==> src/rtl/bpc_pkg.sv <==
package bpc_pkg;
    typedef enum logic [2:0] {
        OP_CLEAR = 3'd0,
        OP_LOAD  = 3'd1,
        OP_INC   = 3'd2,
        OP_DEC   = 3'd3,
        OP_HOLD  = 3'd4
    } op_t;
endpackage

==> src/rtl/bpc_op_select.sv <==
module bpc_op_select
    import bpc_pkg::*;
(
    input  logic rst,
    input  logic load_n,
    input  logic en_par_n,
    input  logic en_chain_n,
    input  logic up,
    output op_t  op
);
    // Fixed priority: clear, then preset, then counting, else hold
    always_comb begin
        if (rst)
            op = OP_CLEAR;
        else if (!load_n)
            op = OP_LOAD;
        else if (!en_par_n && !en_chain_n)
            op = up ? OP_INC : OP_DEC;
        else
            op = OP_HOLD;
    end
endmodule

==> src/rtl/bpc_next_value.sv <==
module bpc_next_value
    import bpc_pkg::*;
#(
    parameter int W = 4
) (
    input  op_t          op,
    input  logic [W-1:0] cur,
    input  logic [W-1:0] din,
    output logic [W-1:0] nxt
);
    localparam logic [W-1:0] ONE = {{(W-1){1'b0}}, 1'b1};

    always_comb begin
        unique case (op)
            OP_CLEAR: nxt = '0;
            OP_LOAD:  nxt = din;
            OP_INC:   nxt = cur + ONE;
            OP_DEC:   nxt = cur - ONE;
            OP_HOLD:  nxt = cur;
            default:  nxt = cur;
        endcase
    end
endmodule

==> src/rtl/bpc_terminal.sv <==
module bpc_terminal #(
    parameter int W = 4
) (
    input  logic [W-1:0] cur,
    input  logic         up,
    input  logic         en_chain_n,
    output logic         tc_n
);
    localparam logic [W-1:0] TOP = {W{1'b1}};

    logic at_edge;
    always_comb begin
        at_edge = up ? (cur == TOP) : (cur == '0);
        tc_n    = ~(at_edge & ~en_chain_n);
    end
endmodule

==> src/rtl/bidir_preset_counter.sv <==
module bidir_preset_counter
    import bpc_pkg::*;
#(
    parameter int W = 4
) (
    input  logic         clk,
    input  logic         rst,
    input  logic         load_n,
    input  logic [W-1:0] din,
    input  logic         en_par_n,
    input  logic         en_chain_n,
    input  logic         up,
    output logic [W-1:0] q,
    output logic         tc_n
);
    op_t          op;
    logic [W-1:0] state_q;
    logic [W-1:0] state_d;
    logic         tc_raw;

    bpc_op_select u_sel (
        .rst        (rst),
        .load_n     (load_n),
        .en_par_n   (en_par_n),
        .en_chain_n (en_chain_n),
        .up         (up),
        .op         (op)
    );

    bpc_next_value #(.W(W)) u_nxt (
        .op  (op),
        .cur (state_q),
        .din (din),
        .nxt (state_d)
    );

    bpc_terminal #(.W(W)) u_tc (
        .cur        (state_q),
        .up         (up),
        .en_chain_n (en_chain_n),
        .tc_n       (tc_raw)
    );

    // State register
    always_ff @(posedge clk) begin
        state_q <= state_d;
    end

    // Outputs
    always_comb begin
        q    = state_q;
        tc_n = tc_raw;
    end
endmodule

==> config.mk <==
export PLATFORM = sky130hd
export DESIGN_NAME = bidir_preset_counter
export DESIGN_NICKNAME = d
export VERILOG_FILES = /design/src/rtl/bpc_pkg.sv /design/src/rtl/bpc_op_select.sv /design/src/rtl/bpc_next_value.sv /design/src/rtl/bpc_terminal.sv /design/src/rtl/bidir_preset_counter.sv
export SDC_FILE = /design/constraint.sdc
export NUM_CORES = 1
export LEC_CHECK = 0
export BUFFER_PORTS_ARGS = -buffer_cell sky130_fd_sc_hd__buf_2
export CAP_MARGIN = 20
export CORE_AREA = 3 3 40 42
export CTS_CLUSTER_SIZE = 30
export DETAILED_ROUTE_END_ITERATION = 16
export DIE_AREA = 0 0 43 45
export PLACE_DENSITY = 0.49
export SYNTH_ARGS = -nofsm -noshare
export SYNTH_HDL_FRONTEND = slang
export SYNTH_SLANG_ARGS = --single-unit
==> constraint.sdc <==
create_clock -name clk -period 2.2 [get_ports clk]
set_clock_uncertainty 0.05 [all_clocks]
set_input_delay 0.11 -clock clk [delete_from_list [all_inputs] [get_ports clk]]
set_output_delay 0.11 -clock clk [all_outputs]
set_load 0.01 [all_outputs]
# Yosys cells after proc, flatten, opt, wreduce, memory -nomap -nowiden
# Cells that the tools add are included.
[word_totals]
register_bits = 4
output_inout_bits = 5
in_bits = 10
wordCells = 22
[classes]
muxes = 6
add_sub_neg = 2
n_eq_ne = 4
n_reduce_logical = 6
bitwise = 3
[op_table]
columns = ["cell", "n"]
rows = [
  ["one-hot mux 4 bit (4 select lines)", 1],
  ["two-way mux 3 bit", 3],
  ["== test 3 x 2 -> 1 bit, second input constant", 2],
  ["adder 4 x 1 -> 4 bit, second input constant", 1],
  ["== test 4 bit, second input constant", 1],
  ["logical NOT 4 bit", 1],
  ["nonzero test 4 bit", 1],
  ["subtractor 4 x 1 -> 4 bit, second input constant", 1],
  ["== test 3 x 1 -> 1 bit, second input constant", 1],
  ["logical NOT 3 bit", 1],
  ["logical NOT 1 bit", 2],
  ["two-way mux 1 bit", 2],
  ["NOT 1 bit", 2],
  ["bitwise AND 1 bit", 1],
  ["logical AND 1 bit", 1],
]

# Logic depth before layout (Yosys ltp)
# Gate-level depths: netlist of run 1.
[depth]
ltp_word = 7
ltp_mapped = 7
ltp_nobuf = 7

# By module
# Synthesis of run 1 repeated with hierarchy kept, for this count alone.
[unflattened]
hier_cells = 47
hier_area_um2 = 374.1
[modules_own_cells]
columns = ["module", "seq_area_each_um2", "n_inst", "area_each_um2", "cells_per_inst"]
rows = [
  ["bpc_next_value", 0.0, 1, 225.2, 32],
  ["bidir_preset_counter", 80.1, 1, 80.1, 4],
  ["bpc_terminal", 0.0, 1, 38.8, 5],
  ["bpc_op_select", 0.0, 1, 30.0, 6],
]

# Worst setup path after synthesis of run 1
# No wires, ideal clock.
[synth_timing]
path_kind = "input-to-reg"
from = "input load_n"
to = "register state_q[3] (netlist: q[3]) (data pin)"
n_path_buf = 0
t_required_ps = 1893
cell_stages = 7
arrival_time_ps = 1322
slack_ps = 571
setup_time_ps = 257
cell_sequence = "nor2b_1 nand2_1 nor2_1 ha_1 a21oi_1 nand3_1 a32o_1"
[synth_via]
elab_chain_len = 4
elab_cells_between_ends = 7
classes_between = "eq/ne (3); mux (3); reduce/logical (1)"
[synth_lines]
columns = ["element", "line_no", "rtl"]
rows = [
  ["start: declaration", "bidir_preset_counter.sv:8", "input logic load_n,"],
  ["two-way mux 3 bit *", "bpc_op_select.sv:15", "else if (!load_n)"],
  ["two-way mux 3 bit *", "bpc_op_select.sv:13", "if (rst)"],
  ["== test 3 x 2 -> 1 bit (tied with other cells)", "bpc_next_value.sv:14", "unique case (op)"],
  ["one-hot mux 4 bit (4 select lines) *", "bpc_next_value.sv:14", ""],
  ["net state_d[3]", "bidir_preset_counter.sv:18", "logic [W-1:0] state_d;"],
  ["end signal: assignment", "bidir_preset_counter.sv:46", "state_q <= state_d;"],
  ["end: declaration", "bidir_preset_counter.sv:17", "logic [W-1:0] state_q;"],
]
# Mark *: on every way through the listed nets, which the timed path passes. The rest lies on a longest branch.
# A chain may end at the register's enable or synchronous reset.

# Worst setup path after layout of run 1
[layout_timing]
from = "register state_q[0] (netlist: q[0])"
to = "output tc_n"
[layout_via]
elab_chain_len = 4
elab_cells_between_ends = 5
classes_between = "eq/ne (1); mux (1); bitwise (2); reduce/logical (1)"
[layout_lines]
columns = ["element", "line_no", "rtl"]
rows = [
  ["== test 4 bit or logical NOT 4 bit (tied branches)", "bpc_terminal.sv:13", "at_edge = up ? (cur == TOP) : (cur == '0);"],
  ["two-way mux 1 bit *", "bpc_terminal.sv:13", ""],
  ["bitwise AND 1 bit *", "bpc_terminal.sv:14", "tc_n = ~(at_edge & ~en_chain_n);"],
  ["NOT 1 bit *", "bpc_terminal.sv:14", ""],
  ["end: declaration", "bidir_preset_counter.sv:14", "output logic tc_n"],
]
# Mark *: on every way between the ends. The rest lies on a longest branch, timed or not.

==> flow_metrics.tcl, run 1 <==
set metrics [dict create \
    yosysSeqAreaShare 0.393 \
    clk_latency_ns 0.24 \
    grt_pass1_vias 284 \
    setup_tns_ns 0 \
    utilization 0.324 \
    viasPerCell 4.82 \
    synth_top_area_share 0.393 \
    clkTransAtPathRegs_ns 0.04 \
    slew_headroom 0.631 \
    clk_path_buf_depth 2 \
    die_area_um2 1940 \
    ys_warn_count 0 \
    initialDrtViolationCount 14 \
    final_nets 62 \
    post_cts_resized 0 \
    routedWlPerCell_um 11.9 \
    avgSynthCellArea_um2 10.2 \
    ys_top_cells_by_area "edfxtp_1 (39%), ha_1 (8.2%), fa_1 (6.6%)" \
    holdBufCountCts 0 \
    cts_tree "built" \
    pin_count 15 \
    rows 13 \
    period_share 0.794 \
    grt_overflow 0 \
    crit_buf_inv 1 \
    firstDrtPassIters 4 \
    slew_viol_final 0 \
    syn-cell-area_um2 305 \
    cts_root_buffer "clkbuf_4" \
    endpoint_kind "primary output" \
    crit_family "simple AND/OR/NAND/NOR gates" \
    hold_viol 0 \
    irDropWorstVdd_v 0.000294 \
    cp-start-kind "flop" \
    synthCells 30 \
    hp-class "in -> reg" \
    yosys.area.top_type "edfxtp_1" \
    grt_first_pass_wirelength_um 1150 \
    setup-violations-final 0 \
    status "completed" \
    max_stage_delay_ns 0.54 \
    ys_ff_latch 4 \
    final_cells 62 \
    largest_register_ffs 4 \
    p_leak_nw 0.192 \
    antenna_found_initial 0 \
    initial_core_util 0.238 \
    die_y_um 45 \
    cts_max_level 1 \
    vias 299 \
    power_density_nw_per_um2 578 \
    fin_hold_ws_ns 0.120 \
    drive_gt1_frac 0.362 \
    synth_fp_nets 43 \
    numPortBuffers 14 \
    detail-route-antenna-nets 0 \
    postCtsSetupBuffers 0 \
    antenna_cells 0 \
    area_delta_synth_final_pct 36.5 \
    layout_commonest_cell "buf_2" \
    wl_um 739 \
    cp_slowest_cell "or4_1" \
    tightest_slew_ns 0.548 \
    cp_data_arrival_time_ns 1.59 \
    preCtsSetupSlack_ns 0.299 \
    cp.required_ns 2.04 \
    die_w_um 43 \
    dp.cells 59 \
    final_cell_mix "buf_2 (14), edfxtp_1 (4)" \
    clock_sinks 4 \
    critPathMaxFanout 6 \
    fmax_mhz 572 \
    path_class "reg -> out" \
    synthDistinctLibCells 19 \
    numCtsBuffers 3 \
    drc 0 \
    grt_setup_unrepaired "no" \
    path_cells "or4_1, mux2i_1, nand2b_1, buf_2" \
    grtUsageTotal 0.0844 \
    grt_start_max_net_pins 7 \
    timing.final.ws_setup_ns 0.453 \
    drv_cap 0 \
    nFillCells 142 \
    period_needed_ns 1.75 \
    gp_congestion 0.679 \
    core_area_um2 1280 \
]
kinds of logic (layout without fill, tap and decap cells):
| group | count (synthesis) | count (layout) | synth area share |
|---|---|---|---|
| and+or+nand+nor | 13 | 13 | 0.217 |
| adders and majority gates | 3 | 3 | 0.148 |
| buffers and inverters | 0 | 17 | 0 |
| xor gates and xnor gates | 2 | 2 | 0.0574 |
| DFF | 4 | 4 | 0.393 |
| muxes | 1 | 1 | 0.0328 |
| AOI/OAI and AO/OA | 7 | 7 | 0.152 |
per-stage QoR:
step | instance area (um2) | total power [mW]
after global placement | 394 | 0.152
after floorplan | 305 | 0.127
after detailed placement | 394 | 0.152
after global routing | 417 | 0.258
after CTS | 417 | 0.246
final | 417 | 0.241
final cells by class:
class / count / area [um2] / area share
clock buffers: 3 / 22.5 / 0.0541
multi-input cells: 26 / 185 / 0.444
flip-flops and latches: 4 / 120 / 0.288
well taps: 15 / 18.8 / 0.0450
repair buffers: 14 / 70.1 / 0.168
per-layer routing:
layer | part of all wire | global-route usage
met1 | 0.48 | 0.105
met2 | 0.39 | 0.120
met3 | 0.13 | 0.0598
met4 | 0 | 0.0181
met5 | 0 | 0
cells in the mapped netlist:
cell	number
xor2_1	1
a22o_1	1
nand4_1	1
nand3_1	2
nor2_1	3
xnor2_1	1
nor3b_1	1
a32o_1	1
fa_1	1
a21oi_1	1
a21o_1	1
nand2b_1	1
edfxtp_1	4
ha_1	2
nand2_1	3
mux2i_1	1
nor2b_1	1
or4_1	1
o21ai_0	3
tightest hold or removal path: stages:
cell and delay (ns):
buf_2 0.08, nand2_1 0.05, o21ai_0 0.06
worst paths after layout:
check,endpoint,startpoint,cells after the start,slack (ns)
worst min register to register,q[0],q[0],1,0.69
worst min-delay path,q[0],din[0],3,0.12
worst max-delay path,tc_n,q[0],4,0.45
worst max register to register,q[3],q[2],4,0.56
power by group:
group / switching (mW) / internal [mW]
clock network: 0.0301 / 0.0610
registers: 0.00900 / 0.0923
logic: 0.0243 / 0.0242
total: 0.0634 / 0.178
Note: power is estimated with default switching activity, not from simulation.
==> inputs of run 2 (changes only) <==
--- a/config.mk
+++ b/config.mk
@@ -5,13 +5,14 @@
 export SDC_FILE = /design/constraint.sdc
 export NUM_CORES = 1
 export LEC_CHECK = 0
+export ABC_AREA = 1
 export BUFFER_PORTS_ARGS = -buffer_cell sky130_fd_sc_hd__buf_2
 export CAP_MARGIN = 20
 export CORE_AREA = 3 3 40 42
 export CTS_CLUSTER_SIZE = 30
 export DETAILED_ROUTE_END_ITERATION = 16
 export DIE_AREA = 0 0 43 45
-export PLACE_DENSITY = 0.49
+export PLACE_DENSITY = 0.54
 export SYNTH_ARGS = -nofsm -noshare
 export SYNTH_HDL_FRONTEND = slang
 export SYNTH_SLANG_ARGS = --single-unit
==> constraint.sdc (replaced) <==
create_clock -name clk -period 1.5 [get_ports clk]
set_clock_uncertainty 0.05 [all_clocks]
set_input_delay 0.075 -clock clk [delete_from_list [all_inputs] [get_ports clk]]
set_output_delay 0.075 -clock clk [all_outputs]
set_load 0.01 [all_outputs]
==> run 2 against run 1 <==
  * Clock power grew 55%
  * Critical path depth fell by 1
  * Cell area up 34%
  * Global-route usage up 0.77 points
  * Die area stayed put
  * Highest routed layer unchanged
  * Sequential power up 46%
  * Register-to-register slack lost 0.53 ns
  * Combinational power is 130% higher
  * Hold slack lost 0.065 ns
  * Non-clock buffer count up 8
  * Power grew 65%
==> flow_metrics.tcl, run 2 <==
set metrics [dict create \
    synthDistinctLibCells 15 \
    ys_top_cells_by_area "edfxtp_1 (34%), nand2_1 (15%), inv_1 (7.4%)" \
    pin_count 15 \
    routedWlPerCell_um 9.70 \
    power_density_nw_per_um2 712 \
    numPortBuffers 14 \
    final_cell_mix "nand2_1 (14), buf_2 (14), inv_1 (7), buf_4 (7), edfxtp_1 (4)" \
    numCtsBuffers 3 \
    synth_common_cells "nand2_1 (14), inv_1 (7), edfxtp_1 (4), nand3_1 (4), nor2_1 (4)" \
    yosysMostFrequentCell "nand2_1" \
    grt_first_pass_wirelength_um 1300 \
    clk_path_buf_depth 2 \
    yosysSeqAreaShare 0.338 \
    path_class "reg -> reg" \
    synth_fp_nets 59 \
    clock_sinks 4 \
    setup-violations-final 0 \
    slew_headroom 0.842 \
    cts_tree "built" \
    grt_overflow 0 \
    total_power_uw 397 \
    wl_um 834 \
    status "completed" \
    die_w_um 43 \
    cp-start-kind "flop" \
    tightest_slew_ns 0.236 \
    synthCells 46 \
    clk_latency_ns 0.24 \
    initial_core_util 0.277 \
    slew_viol_final 0 \
    grt_setup_unrepaired "yes" \
    setup_tns_ns 0 \
    utilization 0.434 \
    hold_viol 0 \
    viasPerCell 4.26 \
    cp.required_ns 1.44 \
    antenna_cells 0 \
    ys_warn_count 0 \
    avgSynthCellArea_um2 7.72 \
    gp_congestion 0.745 \
    vias 366 \
    grt_pass1_vias 348 \
    die_y_um 45 \
    detail-route-antenna-nets 0 \
    endpoint_kind "flop" \
    drv_cap 0 \
    synth_top_area_share 0.338 \
    p_leak_nw 0.300 \
    final_nets 86 \
    dp_hpwl_um 676 \
    period_share 0.977 \
    clkTransAtPathRegs_ns 0.04 \
    async_flop_share 0 \
    rows 13 \
    syn-cell-area_um2 355 \
    firstDrtPassIters 3 \
    area_delta_synth_final_pct 57.0 \
    cts_max_level 1 \
    fin_hold_ws_ns 0.0555 \
    hp-class "in -> reg" \
    grtUsageTotal 0.0921 \
    critPathMaxFanout 3 \
    antenna_found_initial 0 \
    synthFlopType "edfxtp_1" \
    grt_start_max_net_pins 6 \
    cts_root_buffer "clkbuf_4" \
    yosys.area.top_type "edfxtp_1" \
    cp_data_arrival_time_ns 1.40 \
    synth_edf_count 4 \
    fmax_mhz 683 \
    period_needed_ns 1.47 \
    initialDrtViolationCount 6 \
    largest_register_ffs 4 \
    ys_ff_latch 4 \
    irDropWorstVdd_v 0.000290 \
    die_area_um2 1940 \
    drive_gt1_frac 0.451 \
    drc 0 \
    core_area_um2 1280 \
]
[run 2: changes by cell type after synthesis, moves of 2 or more]
cell,previous run,this run
nand3_1,2,4
inv_1,0,7
nand2_1,3,14
o21ai_0,3,0
[run 2: worst max-delay path, cell delays in order, from the launching register on]
cell and delay, ns:
edfxtp_1 0.46, fa_1 0.44, xnor2_1 0.18, o21ai_2 0.08
[run 2: timing repair]
item / 4_1_cts / 5_1_grt
hold buffers: 0 / 0
resized for setup: 0 / 5
buffers inserted: 0 / 0
setup endpoints to repair: 0 / 3
endpoints found under the hold margin: 0 / 0
[run 2: path summary, 6_finish.rpt]
check                            start   end  slack [ns]  depth (start not counted)
worst max-delay path              q[1]  q[2]        0.03                          3
worst min-delay path            din[1]  q[1]        0.06                          3
worst max register to register    q[1]  q[2]        0.03                          3
worst min register to register    q[0]  q[0]        0.71                          2
[run 2: per-layer routing]
layer  GRT usage  share of wire  up-vias  wire (um)
li1            -              -      197          -
met1       0.115           0.49      159        407
met2       0.135           0.44       10        370
met4      0.0904              0        0          0
met5           0              0        -          0
met3      0.0120          0.067        0         56
[run 2: cell families (layout without fill, tap and decap cells)]
family | count (synthesis) | after routing | synth area share
buffers and inverters | 8 | 33 | 0.0845
AND/OR/NAND/NOR | 24 | 24 | 0.310
XOR/XNOR | 3 | 3 | 0.0740
adder cells (fa/ha/maj) | 3 | 3 | 0.127
AO/OA/AOI/OAI | 4 | 4 | 0.0669
flip-flops | 4 | 4 | 0.338
[run 2: where the power goes]
group,leakage (nW),switching (mW),internal [mW]
Combinational,0.241,0.0541,0.0558
Clock,0.0138,0.0508,0.0900
Sequential,0.0447,0.0115,0.135
Total,0.300,0.116,0.281
[run 2: area by class of cell]
class / count / area [um2]
clock buffer: 3 / 22.5
fill: 139 / 727
inverter: 8 / 30.0
multi-input combinational: 34 / 233
sequential: 4 / 120
tap: 15 / 18.8
timing repair buffer: 22 / 134
[run 2: per-stage QoR]
step	area, um2	setup slack, ns	std cells
floorplan	358	0.00255	46
global placement	507	-0.151	83
detailed placement	507	-0.155	83
CTS	529	0.0246	86
global route	558	-0.0347	86
finish	558	0.0349	86
==> inputs of run 3 (changes only) <==
--- a/config.mk
+++ b/config.mk
@@ -6,9 +6,10 @@
 export NUM_CORES = 1
 export LEC_CHECK = 0
 export ABC_AREA = 1
-export BUFFER_PORTS_ARGS = -buffer_cell sky130_fd_sc_hd__buf_2
+export BUFFER_PORTS_ARGS = -buffer_cell sky130_fd_sc_hd__buf_4
 export CAP_MARGIN = 20
 export CORE_AREA = 3 3 40 42
+export CTS_CLUSTER_DIAMETER = 100
 export CTS_CLUSTER_SIZE = 30
 export DETAILED_ROUTE_END_ITERATION = 16
 export DIE_AREA = 0 0 43 45
==> run 3 against run 2 <==
  * Global-route usage decreased by 0.15 points
  * Critical path depth did not move
  * Final cell count fell by 1.2%
  * Utilization increased by 3.1 points
==> flow_metrics.tcl, run 3 (synthesis results as in run 2) <==
set metrics [dict create \
    status "completed" \
    wl_met3_um 61 \
    grt_setup_unrepaired "yes" \
    grt_overflow 0 \
    final_cell_mix "buf_4 (20), nand2_1 (14), inv_1 (7), edfxtp_1 (4)" \
    clkTransAtPathRegs_ns 0.04 \
    core_area_um2 1280 \
    die_y_um 45 \
    area_delta_synth_final_pct 68.3 \
    path_class "reg -> reg" \
    preCtsSetupSlack_ns -0.180 \
    drc 0 \
    cp_data_arrival_time_ns 1.39 \
    hold_depth 3 \
    wl_met1_um 386 \
    gp_congestion 0.681 \
    timing.final.ws_setup_ns 0.0541 \
    drive_gt1_frac 0.457 \
    period_share 0.964 \
    initial_core_util 0.277 \
    wl_um 846 \
    irDropWorstVdd_v 0.000396 \
    hp-class "in -> reg" \
    clk_latency_ns 0.24 \
    nFillCells 132 \
    final-seq-area_um2 120 \
    initialDrtViolationCount 4 \
    layout_commonest_cell "buf_4" \
    antenna_cells 0 \
    grtUsageTotal 0.0906 \
    endpoint_kind "flop" \
    holdBufCountCts 0 \
    grt_pass1_vias 321 \
    cts_max_level 1 \
    firstDrtPassIters 2 \
    slew_headroom 0.849 \
    reg2reg_depth 3 \
    cp.required_ns 1.44 \
    clock_sinks 4 \
    fin_hold_ws_ns 0.0571 \
    multi_input_area_um2 245 \
    largest_register_ffs 4 \
    detail-route-antenna-nets 0 \
    power_density_nw_per_um2 694 \
    setup_tns_ns 0 \
    rows 13 \
    critPathMaxFanout 3 \
    wl_met2_um 372 \
    die_area_um2 1940 \
    grt_start_max_net_pins 6 \
    slew_viol_final 0 \
    pin_count 15 \
    setup-violations-final 0 \
    antenna_found_initial 0 \
    final_nets 85 \
    dp_hpwl_um 656 \
    drv_cap 0 \
    grt_first_pass_wirelength_um 1290 \
    tightest_slew_ns 0.227 \
    numPortBuffers 14 \
    dp.cells 82 \
    fmax_mhz 692 \
    hold_viol 0 \
    numCtsBuffers 3 \
    routedWlPerCell_um 9.95 \
    final_cells 85 \
    cts_root_buffer "clkbuf_4" \
    vias 364 \
    cts_tree "built" \
    period_needed_ns 1.45 \
    clk_path_buf_depth 2 \
    highest_layer "met4" \
    cp-start-kind "flop" \
    p_leak_nw 0.310 \
    total_power_uw 415 \
    die_w_um 43 \
    viasPerCell 4.28 \
]
run 3: changes by cell type in the layout (fill, tap and decap cells not counted):
| cell | before | now |
|---|---|---|
| buf_2 | 14 | 0 |
| buf_4 | 7 | 20 |
| nor2_2 | 1 | 0 |
| nor2_4 | 1 | 2 |
| xnor2_1 | 2 | 1 |
| xnor2_2 | 0 | 1 |
run 3: power breakdown:
group | switching, mW | total, mW | internal [mW]
Sequential | 0.0111 | 0.146 | 0.135
Clock | 0.0505 | 0.140 | 0.0899
Combinational | 0.0576 | 0.128 | 0.0706
run 3: path summary, 6_finish.rpt:
check | start | end | slack [ns]
max | q[1] | q[2] | 0.05
min | din[1] | q[1] | 0.06
max reg2reg | q[1] | q[2] | 0.05
min reg2reg | q[0] | q[1] | 0.72
run 3: layer usage:
metal | GRT usage | up-vias
met4 | 0.0904 | 0
met2 | 0.123 | 13
li1 | - | 195
met3 | 0.0120 | 3
met1 | 0.121 | 153
met5 | 0 | -
run 3: stage by stage:
stage                     area [um2]  utilization
after global placement           534        0.416
after global routing             598        0.465
final                            598        0.465
after CTS                        557        0.433
after floorplan                  358            -
after detailed placement         534        0.416
run 3: critical path, cell delays in order, from the launching register on:
cell and delay (ns):
edfxtp_1 0.45, fa_1 0.46, xnor2_2 0.16, o21ai_2 0.07
run 3: area by class of cell:
cell class | count | share of cell area
Sequential cell | 4 | 0.201
Multi-Input combinational cell | 34 | 0.410
Clock buffer | 3 | 0.0377
Timing Repair Buffer | 21 | 0.270
Inverter | 8 | 0.0502
Tap cell | 15 | 0.0314
run 3: repair_timing:
action / CTS / global route
endpoints found under the setup margin: 0 / 3
setup buffers: 0 / 0
gates resized for setup: 0 / 7
